File: src/rtl/scan_pkg.sv
package scan_pkg;
    localparam int SMP_W  = 12;
    localparam int TAG_W  = 4;
    localparam int WORD_W = SMP_W + TAG_W;
    localparam int NCH    = 1 << TAG_W;

    typedef enum logic [1:0] {
        S_IDLE,
        S_SETTLE,
        S_START,
        S_WAIT
    } scan_state_e;
endpackage

File: src/rtl/scan_ctrl.sv
module scan_ctrl
    import scan_pkg::*;
#(
    parameter int SETTLE = 8
) (
    input  logic              clk,
    input  logic              rst_n,
    input  logic [TAG_W-1:0]  cfg_last,
    input  logic              tick,
    output logic [TAG_W-1:0]  mux_sel,
    output logic              conv_start,
    input  logic              conv_done,
    input  logic [SMP_W-1:0]  conv_data,
    output logic              smp_valid,
    output logic [WORD_W-1:0] smp_word,
    output logic              overrun
);
    localparam int CW = $clog2(SETTLE + 1);

    scan_state_e      state_q, state_d;
    logic [TAG_W-1:0] ch_q, last_q;
    logic [CW-1:0]    cnt_q;

    // State register
    always_ff @(posedge clk) begin
        if (!rst_n) state_q <= S_IDLE;
        else        state_q <= state_d;
    end

    // Next state
    always_comb begin
        state_d = state_q;
        unique case (state_q)
            S_IDLE:   if (tick) state_d = S_SETTLE;
            S_SETTLE: if (cnt_q == CW'(SETTLE - 1)) state_d = S_START;
            S_START:  state_d = S_WAIT;
            S_WAIT:   if (conv_done) state_d = (ch_q == last_q) ? S_IDLE : S_SETTLE;
            default:  state_d = S_IDLE;
        endcase
    end

    // Outputs and datapath
    always_ff @(posedge clk) begin
        if (!rst_n) begin
            ch_q      <= '0;
            last_q    <= '0;
            cnt_q     <= '0;
            smp_valid <= 1'b0;
            smp_word  <= '0;
            overrun   <= 1'b0;
        end else begin
            smp_valid <= 1'b0;
            if (tick && state_q != S_IDLE) overrun <= 1'b1;
            unique case (state_q)
                S_IDLE: if (tick) begin
                    ch_q   <= '0;
                    last_q <= cfg_last;
                    cnt_q  <= '0;
                end
                S_SETTLE: cnt_q <= cnt_q + 1'b1;
                S_START:  ;
                S_WAIT: if (conv_done) begin
                    smp_valid <= 1'b1;
                    smp_word  <= {ch_q, conv_data};
                    if (ch_q != last_q) begin
                        ch_q  <= ch_q + 1'b1;
                        cnt_q <= '0;
                    end
                end
                default: ;
            endcase
        end
    end

    assign mux_sel    = ch_q;
    assign conv_start = (state_q == S_START);

    AST_START_PULSE: assert property (@(posedge clk) disable iff (!rst_n)
        conv_start |=> !conv_start);
    AST_MUX_HELD: assert property (@(posedge clk) disable iff (!rst_n)
        conv_start |=> $stable(mux_sel));
    AST_SCAN_FROM_ZERO: assert property (@(posedge clk) disable iff (!rst_n)
        (state_q == S_IDLE && tick) |=> (mux_sel == '0));
    AST_OVERRUN_STICKY: assert property (@(posedge clk) disable iff (!rst_n)
        overrun |=> overrun);
endmodule

File: src/rtl/dac_router.sv
module dac_router
    import scan_pkg::*;
#(
    parameter int DROP_W = 8
) (
    input  logic              clk,
    input  logic              rst_n,
    input  logic [TAG_W-1:0]  cfg_last,
    input  logic              out_valid,
    input  logic [WORD_W-1:0] out_word,
    output logic [NCH-1:0]    dac_we,
    output logic [SMP_W-1:0]  dac_data,
    output logic [DROP_W-1:0] drop_count
);
    logic [TAG_W-1:0] tag;
    logic             keep;

    assign tag  = out_word[WORD_W-1:SMP_W];
    assign keep = (tag <= cfg_last);

    always_ff @(posedge clk) begin
        if (!rst_n) begin
            dac_we     <= '0;
            dac_data   <= '0;
            drop_count <= '0;
        end else begin
            dac_we <= '0;
            if (out_valid) begin
                if (keep) begin
                    dac_we[tag] <= 1'b1;
                    dac_data    <= out_word[SMP_W-1:0];
                end else if (drop_count != '1) begin
                    drop_count <= drop_count + 1'b1;
                end
            end
        end
    end

    AST_WE_ONEHOT: assert property (@(posedge clk) disable iff (!rst_n)
        $onehot0(dac_we));
    AST_DROP_NO_WRITE: assert property (@(posedge clk) disable iff (!rst_n)
        (out_valid && tag > cfg_last) |=> (dac_we == '0));
endmodule

File: src/rtl/mux_scan_tagger.sv
module mux_scan_tagger
    import scan_pkg::*;
#(
    parameter int SETTLE = 8,
    parameter int DROP_W = 8
) (
    input  logic              clk,
    input  logic              rst_n,
    input  logic [3:0]        cfg_last,
    input  logic              tick,
    output logic [3:0]        mux_sel,
    output logic              conv_start,
    input  logic              conv_done,
    input  logic [11:0]       conv_data,
    output logic              smp_valid,
    output logic [15:0]       smp_word,
    output logic              overrun,
    input  logic              out_valid,
    input  logic [15:0]       out_word,
    output logic [15:0]       dac_we,
    output logic [11:0]       dac_data,
    output logic [DROP_W-1:0] drop_count
);
    scan_ctrl #(.SETTLE(SETTLE)) u_scan (
        .clk(clk), .rst_n(rst_n), .cfg_last(cfg_last), .tick(tick),
        .mux_sel(mux_sel), .conv_start(conv_start), .conv_done(conv_done),
        .conv_data(conv_data), .smp_valid(smp_valid), .smp_word(smp_word),
        .overrun(overrun)
    );

    dac_router #(.DROP_W(DROP_W)) u_route (
        .clk(clk), .rst_n(rst_n), .cfg_last(cfg_last), .out_valid(out_valid),
        .out_word(out_word), .dac_we(dac_we), .dac_data(dac_data),
        .drop_count(drop_count)
    );

    AST_NO_SAMPLE_AT_RESET: assert property (@(posedge clk)
        !rst_n |=> !smp_valid);
endmodule

File: config.mk
export PLATFORM = sky130hd
export DESIGN_NAME = mux_scan_tagger
export DESIGN_NICKNAME = d
export VERILOG_FILES = /design/src/rtl/scan_pkg.sv /design/src/rtl/scan_ctrl.sv /design/src/rtl/dac_router.sv /design/src/rtl/mux_scan_tagger.sv
export SDC_FILE = /design/constraint.sdc
export NUM_CORES = 1
export LEC_CHECK = 0
export BUFFER_PORTS_ARGS = -buffer_cell sky130_fd_sc_hd__buf_4
export CORE_UTILIZATION = 50
export CTS_CLUSTER_DIAMETER = 120
export DETAILED_ROUTE_END_ITERATION = 8
export PLACE_DENSITY = 0.79
export SYNTH_ARGS = -nofsm -noshare
export SYNTH_HDL_FRONTEND = slang
export SYNTH_HIERARCHICAL = 1
export SYNTH_SLANG_ARGS = --single-unit
export TNS_END_PERCENT = 50
File: constraint.sdc
create_clock -name clk -period 1.8 [get_ports clk]
set_clock_uncertainty 0.05 [all_clocks]
set_input_delay 0.18 -clock clk [delete_from_list [all_inputs] [get_ports clk]]
set_output_delay 0.18 -clock clk [all_outputs]
set_load 0.05 [all_outputs]
=== Word-level counts from Yosys, hierarchy flattened ===
Index checks and enable logic that the tools add are counted.
Widths: inputs -> output; s select.

* Logic and storage cells: 58
* Register bits after elaboration: 68
* Output and inout port bits: 59

* Mux-type cells: 15
* Add/sub/neg operators: 3
* Reduce and logical (&&, ||, !) cells: 15
* Magnitude comparators: 3
* Bitwise gates (word level): 1
* Equality and inequality tests: 11

{| class="wikitable"
|+ Operators with widths
! kind !! number
|-
| $mux 4 || 5
|-
| $pmux 4 s3 || 1
|-
| $reduce_and 3->1 || 3
|-
| $add 4x1->4 const B || 2
|-
| $add 8x1->8 const B || 1
|-
| $ne 8x8->1 const B || 1
|-
| $pmux 2 s4 || 1
|-
| $pmux 4 s2 || 1
|-
| $reduce_and 2->1 || 4
|-
| $reduce_and 4->1 || 2
|-
| $mux 2 || 3
|-
| $lt 4x5->1 const B || 1
|-
| $demux 1 s4 || 1
|-
| $eq 2x2->1 const B || 2
|-
| $eq 4x3->1 const B || 1
|-
| $eq 4x4->1 || 1
|-
| $ge 4x1->1 const B || 1
|-
| $le 4x4->1 || 1
|-
| $ne 2x1->1 const B || 2
|-
| $ne 2x2->1 const B || 2
|-
| $ne 4x4->1 || 1
|-
| $reduce_bool 2->1 || 2
|-
| $mux 1 || 3
|-
| $reduce_bool 3->1 || 1
|-
| 4 further kinds || 5
|}

=== Logic depth before layout (Yosys ltp) ===
Gate-level depths: netlist of the first run.

* Depth in word-level cells: 4
* Gate-level depth with buffers: 8

=== By module ===
Netlist of the first run, hierarchy kept.

{| class="wikitable"
|+ By module, submodules not included
! module !! instances !! cells an instance !! sequential area each (sq um) !! area each (sq um)
|-
| dac_router || 1 || 158 || 720.7 || 1440.1
|-
| scan_ctrl || 1 || 169 || 640.6 || 1440.1
|}

=== Worst setup path before layout of the first run ===
No wires, ideal clock.

* Kind: register to register
* Start: register u_route.drop_count[0]
* End: register u_route.drop_count[6]
* Clock period less this slack: 1869 ps
* Stages on the path, launching flop included: 7
* Data arrival time: 1703 ps
* Buffers on the path: 0
* Library setup time: 115 ps
* Setup slack: -69 ps
* Path through: dfxtp_1 -> ha_1 -> nand2_1 -> nor2_1 -> nand2_1 -> or4_1 -> and3_1

* Longest elaborated chain between the ends: 2

{| class="wikitable"
|+ Ends and longest elaborated chain
! item !! line !! text
|-
| start, declared || dac_router.sv:13 || <nowiki>output logic [DROP_W-1:0] drop_count</nowiki>
|-
| start signal, assigned || dac_router.sv:33 || <nowiki>drop_count <= drop_count + 1'b1;</nowiki>
|-
| parallel branches: the longest is 2 deep, another holds $add 8x1->8 || n/a ||
|}

Several ways; the timed one is not identified.
A chain may end at the register's enable or synchronous reset.

=== Worst setup path in the final report of the first run ===
* Start: register u_scan.state_q[1]
* End: register u_scan.cnt_q[3]

* Longest elaborated chain between the ends: 3

{| class="wikitable"
|+ Ends and longest elaborated chain
! item !! line !! text
|-
| start, declared || scan_ctrl.sv:20 || <nowiki>scan_state_e state_q, state_d;</nowiki>
|-
| start signal, assigned || scan_ctrl.sv:27 || <nowiki>else state_q <= state_d;</nowiki>
|-
| $eq 2x2->1 (tied with other cells) || scan_ctrl.sv:54 || <nowiki>unique case (state_q)</nowiki>
|-
| $ne 2x1->1 (no line) (tied with other cells) || n/a ||
|-
| $reduce_and 4->1 (no line) || n/a ||
|-
| end signal, assigned || scan_ctrl.sv:60 || <nowiki>S_SETTLE: cnt_q <= cnt_q + 1'b1;</nowiki>
|-
| end, declared || scan_ctrl.sv:22 || <nowiki>logic [CW-1:0] cnt_q;</nowiki>
|}

Several ways; a longest one is shown, not always the timed one.

==> results.toml, run 1 <==
[outcome]
outcome = "completed"

[route]
routed_wl_um = 6890
vias = 2755
drcViolationCount = 0
wl_per_cell_um = 13.4
viasPerCell = 5.34
drt_pass1_iterations = 4
drtIter0Drc = 91
ant_nets = 0

[power]
share_seq_of_total_power = 0.392
clock_power_share = 0.319
swShare = 0.318
vdd_ir_drop_max_mv = 0.674
p_leak_nw = 1.76
power_density_mw_per_mm2 = 1070
intPower_mw = 2.92
p_switching_mw = 1.36
power_frac_comb = 0.289

[place]
io_buffers = 95
place_ws_ns = -0.179
place_area_mm2 = 0.00376
post-dp-hpwl_um = 4900
routabilityCongestion = 0.837

[synthesis]
ys_seq_elements = 68
syn_nets = 375
avgSynthCellArea_um2 = 8.81
synth_enable_flop_cells = 0
yosysSeqAreaShare = 0.473
ys_types = 46
yosysWarnings = 6
netlist_instances = 327
synthMuxAreaShare = 0.0521
synthXorXnorAreaFrac = 0.0122
ys.flop_type = "dfxtp_1"
synthAdderAreaFrac = 0.0478
async_flop_share = 0
synth_top_family_by_area = "simple AND/OR/NAND/NOR gates"
synth_compound_area_frac = 0.129
synth-simple-area-share = 0.242
syn_area_mm2 = 0.00288

[timing]
worstMarginPinSlew_ns = 0.463
finalCritPeriodShare = 0.950
fin_ws_ns = 0.0896
maxSlewHeadroom = 0.691
fmax_mhz = 585
hold_violations = 0
min_period_ns = 1.71
finalMaxSlewViolations = 0
finalSetupViolations = 0
rsz0062_at_grt = "yes"

[global_route]
grt_pass1_wl_um = 11300
grtUsageTotal = 0.234
grt_max_degree = 28
grt_antenna_before_repair = 0
grt_pass1_vias = 2578
grt_overflow_total = 0

[clock_network]
cts_buffer_depth = 2
cts_buffers = 9
clock-sinks = 68
clk_pin_slew_ns = 0.08
cts_tree = "yes"
hold_buffers = 0
cts-htree-levels = 3
clock-root-buffer = "clkbuf_8"
clkLatencyLatePin_ns = 0.34

[die]
core_mm2 = 0.00554
die_h_um = 77.9
die_area_mm2 = 0.00607
row_count = 27
io_pins = 96
dieWidth_um = 77.9
start_util = 0.520

[worst_hold_path]
hp-start = "out_word[10]"
hold_end = "u_route/dac_data[10]"
hold_depth = 3
hold_path.class = "input pin to flip-flop"

[finish]
final_common_cell = "buf_4"
n_antenna_cell = 0
nets = 487
syn_to_final_growth_pct = 39.5
drive_gt1_frac = 0.331
fill_cells = 425
stdcell_area_mm2 = 0.00402
final_cell_mix = "buf_4, nand2_1, dfxtp_1"

[worst_setup_path]
cp.required_ns = 2.03
crit_arrival_ns = 1.94
r2r_cells = 7
r2r_slack_ns = 0.09
critical_path_class = "flip-flop to flip-flop"
start_kind = "flip-flop"
endpoint_kind = "flip-flop"
r2r_end = "u_scan/cnt_q[3]"
path_max_fanout = 7
reg2reg_from = "u_scan/state_q[1]"

[run]
cap_viol_max_count = 0
flip-flops by register name (all words and copies together) (netlist names), 2 cells and up:
signal	flops
u_scan/state_q	2
u_route/dac_we	16
u_route/dac_data	12
u_scan/mux_sel	4
u_scan/cnt_q	4
u_scan/last_q	4
u_route/drop_count	8
u_scan/smp_word	16
per-stage QoR:
stage / hold WS (ns) / cells / util / total power, mW / TNS [ns]
4_1_cts: 0.0217 / 516 / 0.719 / 4.26 / 0
3_5_place_dp: 0.386 / 500 / 0.679 / 2.88 / -3.79
3_3_place_gp: 0.376 / 500 / 0.679 / 2.85 / -1.77
2_1_floorplan: 0.207 / 327 / - / 2.53 / 0
5_1_grt: 0.0400 / 516 / 0.725 / 4.49 / 0
6_report: 0.0370 / 516 / 0.725 / 4.29 / 0
worst max-delay path, cell delays in order, from the launching register on:
cell and delay [ns]:
dfxtp_1 0.39, inv_1 0.11, ha_4 0.19, nand2b_4 0.08, a21boi_4 0.24, o211a_4 0.23
nor4bb_1 0.23, o21a_1 0.14
cell families (layout without fill, tap and decap cells):
logic type	Yosys count	in the layout
compound gates	59	59
xor+xnor	4	4
fa+ha+maj	11	11
buf+inv	29	146
flops	68	68
mux	15	15
simple gates	141	141
worst max path at each step:
stage	to	startpoint	cells past startpoint
floorplan	u_scan/cnt_q[3]	u_scan/mux_sel[1]	5
global placement	u_route/dac_we[8]	cfg_last[1]	8
detailed placement	u_route/dac_we[8]	cfg_last[1]	8
CTS	u_scan/cnt_q[3]	u_scan/state_q[0]	7
global route	u_route/drop_count[4]	u_route/drop_count[0]	6
finish	u_scan/cnt_q[3]	u_scan/state_q[1]	7
power groups by stage:
stage / clock, mW / sequential [mW] / combinational (mW)
3_3_place_gp: 0 / 1.70 / 1.14
6_report: 1.37 / 1.68 / 1.24
4_1_cts: 1.40 / 1.68 / 1.19
5_1_grt: 1.46 / 1.69 / 1.33
2_1_floorplan: 0 / 1.86 / 0.666
3_5_place_dp: 0 / 1.71 / 1.17
layout make-up:
type                            instances  area [um^2]  area share
Inverter                               16         60.1      0.0149
Tap cell                               72         90.1      0.0224
Clock inverter                          4         72.6      0.0181
Clock buffer                           12          145      0.0361
Multi-Input combinational cell        230         1430       0.355
Sequential cell                        68         1370       0.341
Timing Repair Buffer                  114          856       0.213
layer usage:
layer	global-route usage	routed length, um	vias to the layer above
met5	0	0	-
li1	-	-	1357
met4	0.119	155	0
met1	0.288	3020	1293
met2	0.389	3300	87
met3	0.0471	409	18
what timing repair did:
item                       in CTS  in global routing
setup endpoints to repair       1                  6
setup buffers                   0                  0
gates resized for setup         1                  7
cell usage after synthesis (2+ instances only):
| library cell | instances | area share |
|---|---|---|
| inv_1 | 16 | 0.021 |
| nand3_1 | 8 | 0.014 |
| nor2b_1 | 2 | 0.0043 |
| or3_1 | 4 | 0.0087 |
| a21oi_1 | 34 | 0.059 |
| nor2_1 | 7 | 0.0091 |
| dfxtp_1 | 68 | 0.47 |
| nand4_1 | 4 | 0.0087 |
| xnor2_1 | 4 | 0.012 |
| nor4_1 | 5 | 0.011 |
| nand2b_1 | 4 | 0.0087 |
| o21ai_0 | 9 | 0.016 |
| o31ai_1 | 4 | 0.010 |
| buf_1 | 2 | 0.0026 |
| buf_4 | 3 | 0.0078 |
| nand2_1 | 77 | 0.10 |
| nand4b_1 | 2 | 0.0061 |
| buf_2 | 2 | 0.0035 |
| clkbuf_1 | 5 | 0.0065 |
| or4_1 | 4 | 0.010 |
| nor3_1 | 12 | 0.021 |
| ha_1 | 11 | 0.048 |
| and3_1 | 2 | 0.0043 |
| mux2i_1 | 15 | 0.052 |
| nand4_2 | 2 | 0.0087 |
Power figures use the tool's default switching activity.
==> inputs of run 2 (changes only) <==
==> constraint.sdc (replaced) <==
create_clock -name clk -period 1.8 [get_ports clk]
set_clock_uncertainty 0.05 [all_clocks]
set_input_delay 0.36 -clock clk [delete_from_list [all_inputs] [get_ports clk]]
set_output_delay 0.36 -clock clk [all_outputs]
set_load 0.05 [all_outputs]
==> run 2 against run 1 <==
  * Worst setup slack worse by 0.060 ns
  * Clock power is 16% lower
  * Critical path type is now input pin to flip-flop
  * Non-clock buffer count is 4 higher
  * Sequential cell count stayed put
  * Global-route usage is 0.78 points lower
==> results.toml, run 2 (synthesized netlist as in run 1, its figures left out) <==
[worst_setup_path]
path_max_fanout = 7
crit_family = "simple AND/OR/NAND/NOR gates"
slowest_stage = "or4_1"
path_cells = "buf_4 > inv_1 > ha_4 > nand2_2 > o21bai_4 > o2bb2ai_4 > or4_1 > and3_1"
cp.required_ns = 1.98
slowest_delay_ns = 0.47
start_kind = "input pin"
critical_path_class = "input pin to flip-flop"
endpoint_kind = "flip-flop"
critical_path_buf_inv_count = 2
crit_arrival_ns = 1.95

[place]
post-dp-hpwl_um = 4870
place_area_mm2 = 0.00382
routabilityCongestion = 0.854
io_buffers = 95

[route]
vias = 2721
wl_per_cell_um = 13.3
ant_nets = 0
drtIter0Drc = 92
routed_wl_um = 6940
drcViolationCount = 0
viasPerCell = 5.22
drt_pass1_iterations = 5

[timing]
finalMaxSlewViolations = 0
min_period_ns = 1.77
finalHoldWorstSlack_ns = 0.213
finalCritPeriodShare = 0.983
worstMarginPinSlew_ns = 0.567
hold_violations = 0
finalSetupViolations = 0
maxSlewHeadroom = 0.622
fmax_mhz = 565

[die]
row_count = 27
die_h_um = 77.9
io_pins = 96
start_util = 0.520
core_mm2 = 0.00554
die_area_mm2 = 0.00607
dieWidth_um = 77.9

[run]
cap_viol_max_count = 0

[clock_network]
cts_tree = "yes"
clk_pin_slew_ns = 0.08
cts_buffers = 9
cts_buffer_depth = 2
clkLatencyLatePin_ns = 0.33
cts-htree-levels = 3
clock-sinks = 68
clock-root-buffer = "clkbuf_8"
hold_buffers = 0

[finish]
drive_gt1_frac = 0.363
stdcell_area_mm2 = 0.00412
nets = 492
final_cell_mix = "buf_4, nand2_1, dfxtp_1"
largest_registers = "u_route/dac_we (16), u_scan/smp_word (16), u_route/dac_data (12)"
final_common_cell = "buf_4"
syn_to_final_growth_pct = 42.9
n_antenna_cell = 0

[power]
p_leak_nw = 1.79
power_density_mw_per_mm2 = 994
vdd_ir_drop_max_mv = 0.739

[worst_hold_path]
hold_path.class = "input pin to flip-flop"

[global_route]
grt_pass1_vias = 2546
grtUsageTotal = 0.227
grt_max_degree = 28
grt_pass1_wl_um = 10800
grt_antenna_before_repair = 0
grt_overflow_total = 0

[outcome]
outcome = "completed"
run 2: cell count changes in the layout (fill, tap and decap cells not counted), moves of 2 or more:
cell,delta
bufinv_16,-2
clkbuf_1,-2
a21oi_2,+2
buf_4,+2
a21oi_1,-2
clkinvlp_4,+2
buf_12,+2
run 2: routing by layer:
layer  global-route usage  up-vias  share of wire
li1                     -     1373              -
met1                0.267     1253           0.43
met2                0.371       82           0.48
met3               0.0588       13          0.064
met4                0.135        0          0.019
met5                    0        -              0
run 2: worst register-to-register path: stages (launching register included):
cell and delay, ns:
dfxtp_2 0.34, ha_1 0.22, nand2_1 0.11, nor3_1 0.07, nand2b_2 0.23, or4_1 0.48, a21oi_1 0.17
run 2: stage by stage:
step | power [mW] | worst slack (ns) | cells | setup TNS [ns] | utilization
2_1_floorplan | 2.53 | -0.0297 | 327 | -0.200 | -
3_3_place_gp | 2.87 | -0.249 | 503 | -7.54 | 0.689
3_5_place_dp | 2.90 | -0.375 | 503 | -11.34 | 0.689
4_1_cts | 4.05 | 0.00170 | 519 | 0 | 0.725
5_1_grt | 4.30 | -0.0248 | 521 | -0.0589 | 0.743
6_report | 4.09 | 0.0298 | 521 | 0 | 0.743
run 2: path summary, 6_finish.rpt:
path | from | to | slack [ns] | depth (start not counted)
worst max-delay path | cfg_last[3] | u_route/drop_count[6] | 0.03 | 8
worst min-delay path | conv_data[1] | u_scan/smp_word[1] | 0.21 | 3
worst max register to register | u_route/drop_count[0] | u_route/drop_count[4] | 0.07 | 6
worst min register to register | u_scan/smp_word[6] | u_scan/smp_word[6] | 0.41 | 2
run 2: area by class of cell:
class / instances / area (um^2)
clock inverters: 5 / 36.3
repair buffers: 118 / 911
well taps: 72 / 90.1
inverters: 16 / 60.1
flip-flops and latches: 68 / 1370
multi-input cells: 231 / 1500
clock buffers: 11 / 151
fillers: 400 / 1430
run 2: what timing repair did:
| item | in CTS | in global routing |
|---|---|---|
| setup buffers | 0 | 1 |
| setup endpoints to repair | 2 | 33 |
| hold endpoints to repair | 0 | 0 |
| cloned | 0 | 1 |
| pin swaps | 0 | 0 |
| resized for setup | 1 | 17 |
run 2: report_power, final:
group,internal [mW],total [mW],switching [mW]
clock network,0.574,1.15,0.574
logic,0.516,1.26,0.747
registers,1.61,1.68,0.0722
total,2.70,4.09,1.39
==> inputs of run 3 (changes only) <==
- CTS_CLUSTER_SIZE: unset -> 10
- GPL_TIMING_DRIVEN: unset -> 1
- clock period: 1.8 -> 1.9 ns (I/O delays scaled with it)
==> run 3 against run 2 <==
  * Sequential share of layout area grew 0.32 points
  * Critical path type unchanged
  * Routed wire length shrank 1.3%
  * Via count is essentially flat
  * Sequential power shrank 6%
  * Final cell count shrank 0.58%
  * Core utilization shrank 1.2 points
  * Critical endpoint is now u_route/drop_count[0]
  * Clock-buffer cell count shrank 1
  * Largest cell class unchanged
  * Design area shrank 1.6%
  * Clock power grew 26%
==> results.toml, run 3 (synthesized netlist as in run 1, its figures left out) <==
[outcome]
outcome = "completed"

[worst_setup_path]
r2r_end = "u_route/drop_count[4]"
start_kind = "input pin"
r2r_slack_ns = 0.14
crit_family = "compound AO/OA/AOI/OAI gates"
r2r_cells = 6
cp.required_ns = 2.11
crit_arrival_ns = 2.05
endpoint_kind = "flip-flop"
path_max_fanout = 14
reg2reg_from = "u_route/drop_count[0]"
slowest_delay_ns = 0.35
path_cells = "buf_4 > inv_1 > ha_1 > nand2_1 > o21bai_1 > o2bb2ai_4 > buf_4 > or3_1 > a21oi_1"
critical_path_buf_inv_count = 3
crit_top_cell = "buf_4"
slowest_stage = "or3_1"
critical_path_class = "input pin to flip-flop"

[route]
drcViolationCount = 0
wl_per_cell_um = 13.2
drtIter0Drc = 148
viasPerCell = 5.26
routed_wl_um = 6850
ant_nets = 0
drt_pass1_iterations = 4
vias = 2723

[run]
cap_viol_max_count = 0

[die]
row_count = 27
start_util = 0.520
die_h_um = 77.9
dieWidth_um = 77.9
core_mm2 = 0.00554
io_pins = 96
die_area_mm2 = 0.00607

[timing]
finalMaxSlewViolations = 0
finalHoldWorstSlack_ns = 0.239
maxSlewHeadroom = 0.641
hold_violations = 0
finalSetupViolations = 0
tns_ns = 0
fmax_mhz = 544
min_period_ns = 1.84
fin_ws_ns = 0.0602
finalCritPeriodShare = 0.968
worstMarginPinSlew_ns = 0.537

[place]
post-dp-hpwl_um = 4940
place_ws_ns = -0.231
routabilityCongestion = 0.853
placed_cells = 502
io_buffers = 95

[clock_network]
clock-sinks = 68
cts_buffer_depth = 2
cts-htree-levels = 3
cts_tree = "yes"
clock-root-buffer = "clkbuf_8"
clkLatencyLatePin_ns = 0.33
clk_pin_slew_ns = 0.08
cts_buffers = 9

[finish]
nets = 489
ff_latch_area_mm2 = 0.00136
largest_registers = "u_route/dac_we (16), u_scan/smp_word (16), u_route/dac_data (12)"
multiInputGateArea_mm2 = 0.00141
syn_to_final_growth_pct = 40.6
final_common_cell = "buf_4"
final_cells = 518
final_cell_mix = "buf_4, nand2_1, dfxtp_1"
drive_gt1_frac = 0.321
n_antenna_cell = 0
fill_cells = 418

[worst_hold_path]
hp-start = "out_word[11]"
hold_depth = 3
hold_end = "u_route/dac_data[11]"
hold_path.class = "input pin to flip-flop"

[global_route]
grt_overflow_total = 0
grtUsageTotal = 0.233
grt_antenna_before_repair = 0
grt_pass1_wl_um = 11100
grt_max_degree = 29
grt_pass1_vias = 2538

[power]
power_mw = 4.15
p_leak_nw = 1.78
power_density_mw_per_mm2 = 1020
vdd_ir_drop_max_mv = 0.540
==> run 3: tightest hold or removal path, cell delays in order <==
cell and delay (ns):
buf_4 0.11, nand2_1 0.04, mux2i_1 0.05
==> run 3: how the worst max path moves through the flow <==
stage                     depth (start not counted)  slack (ns)                   from                     to
after floorplan                                   6        0.03  u_route/drop_count[0]  u_route/drop_count[6]
after global placement                            8       -0.16            cfg_last[3]  u_route/drop_count[6]
after detailed placement                          8       -0.23            cfg_last[3]  u_route/drop_count[6]
after CTS                                         6        0.08      u_scan/state_q[1]      u_scan/state_q[0]
after global routing                              9       -0.02            cfg_last[3]  u_route/drop_count[0]
final                                             9        0.06            cfg_last[3]  u_route/drop_count[0]
==> run 3: repair_timing <==
| item | 4_1_cts | 5_1_grt |
|---|---|---|
| buffers inserted | 0 | 0 |
| setup endpoints to repair | 0 | 5 |
| hold buffers | 0 | 0 |
| gates resized for setup | 0 | 4 |
==> run 3: stage by stage <==
stage	utilization	instance area [um^2]
finish	0.731	4050
detailed placement	0.683	3780
global placement	0.683	3780
floorplan	-	2880
global route	0.731	4050
CTS	0.728	4030
==> run 3: power breakdown <==
part	leakage [nW]	internal (mW)	switching, mW
sequential	0.551	1.52	0.0656
combinational	1.11	0.432	0.681
clock	0.122	0.907	0.543
total	1.78	2.86	1.29
==> run 3: final cells by class <==
cell class	instances	area share
clock inverters	6	0.0275
well taps	72	0.0222
repair buffers	116	0.218
multi-input cells	230	0.347
flip-flops and latches	68	0.336
clock buffers	10	0.0340
inverters	16	0.0148
==> run 3: routing by layer <==
layer,vias up,track usage,wire length [um]
met2,87,0.393,3330
met4,0,0.117,126
li1,1365,-,-
met5,-,0,0
met1,1256,0.277,2970
met3,15,0.0553,427
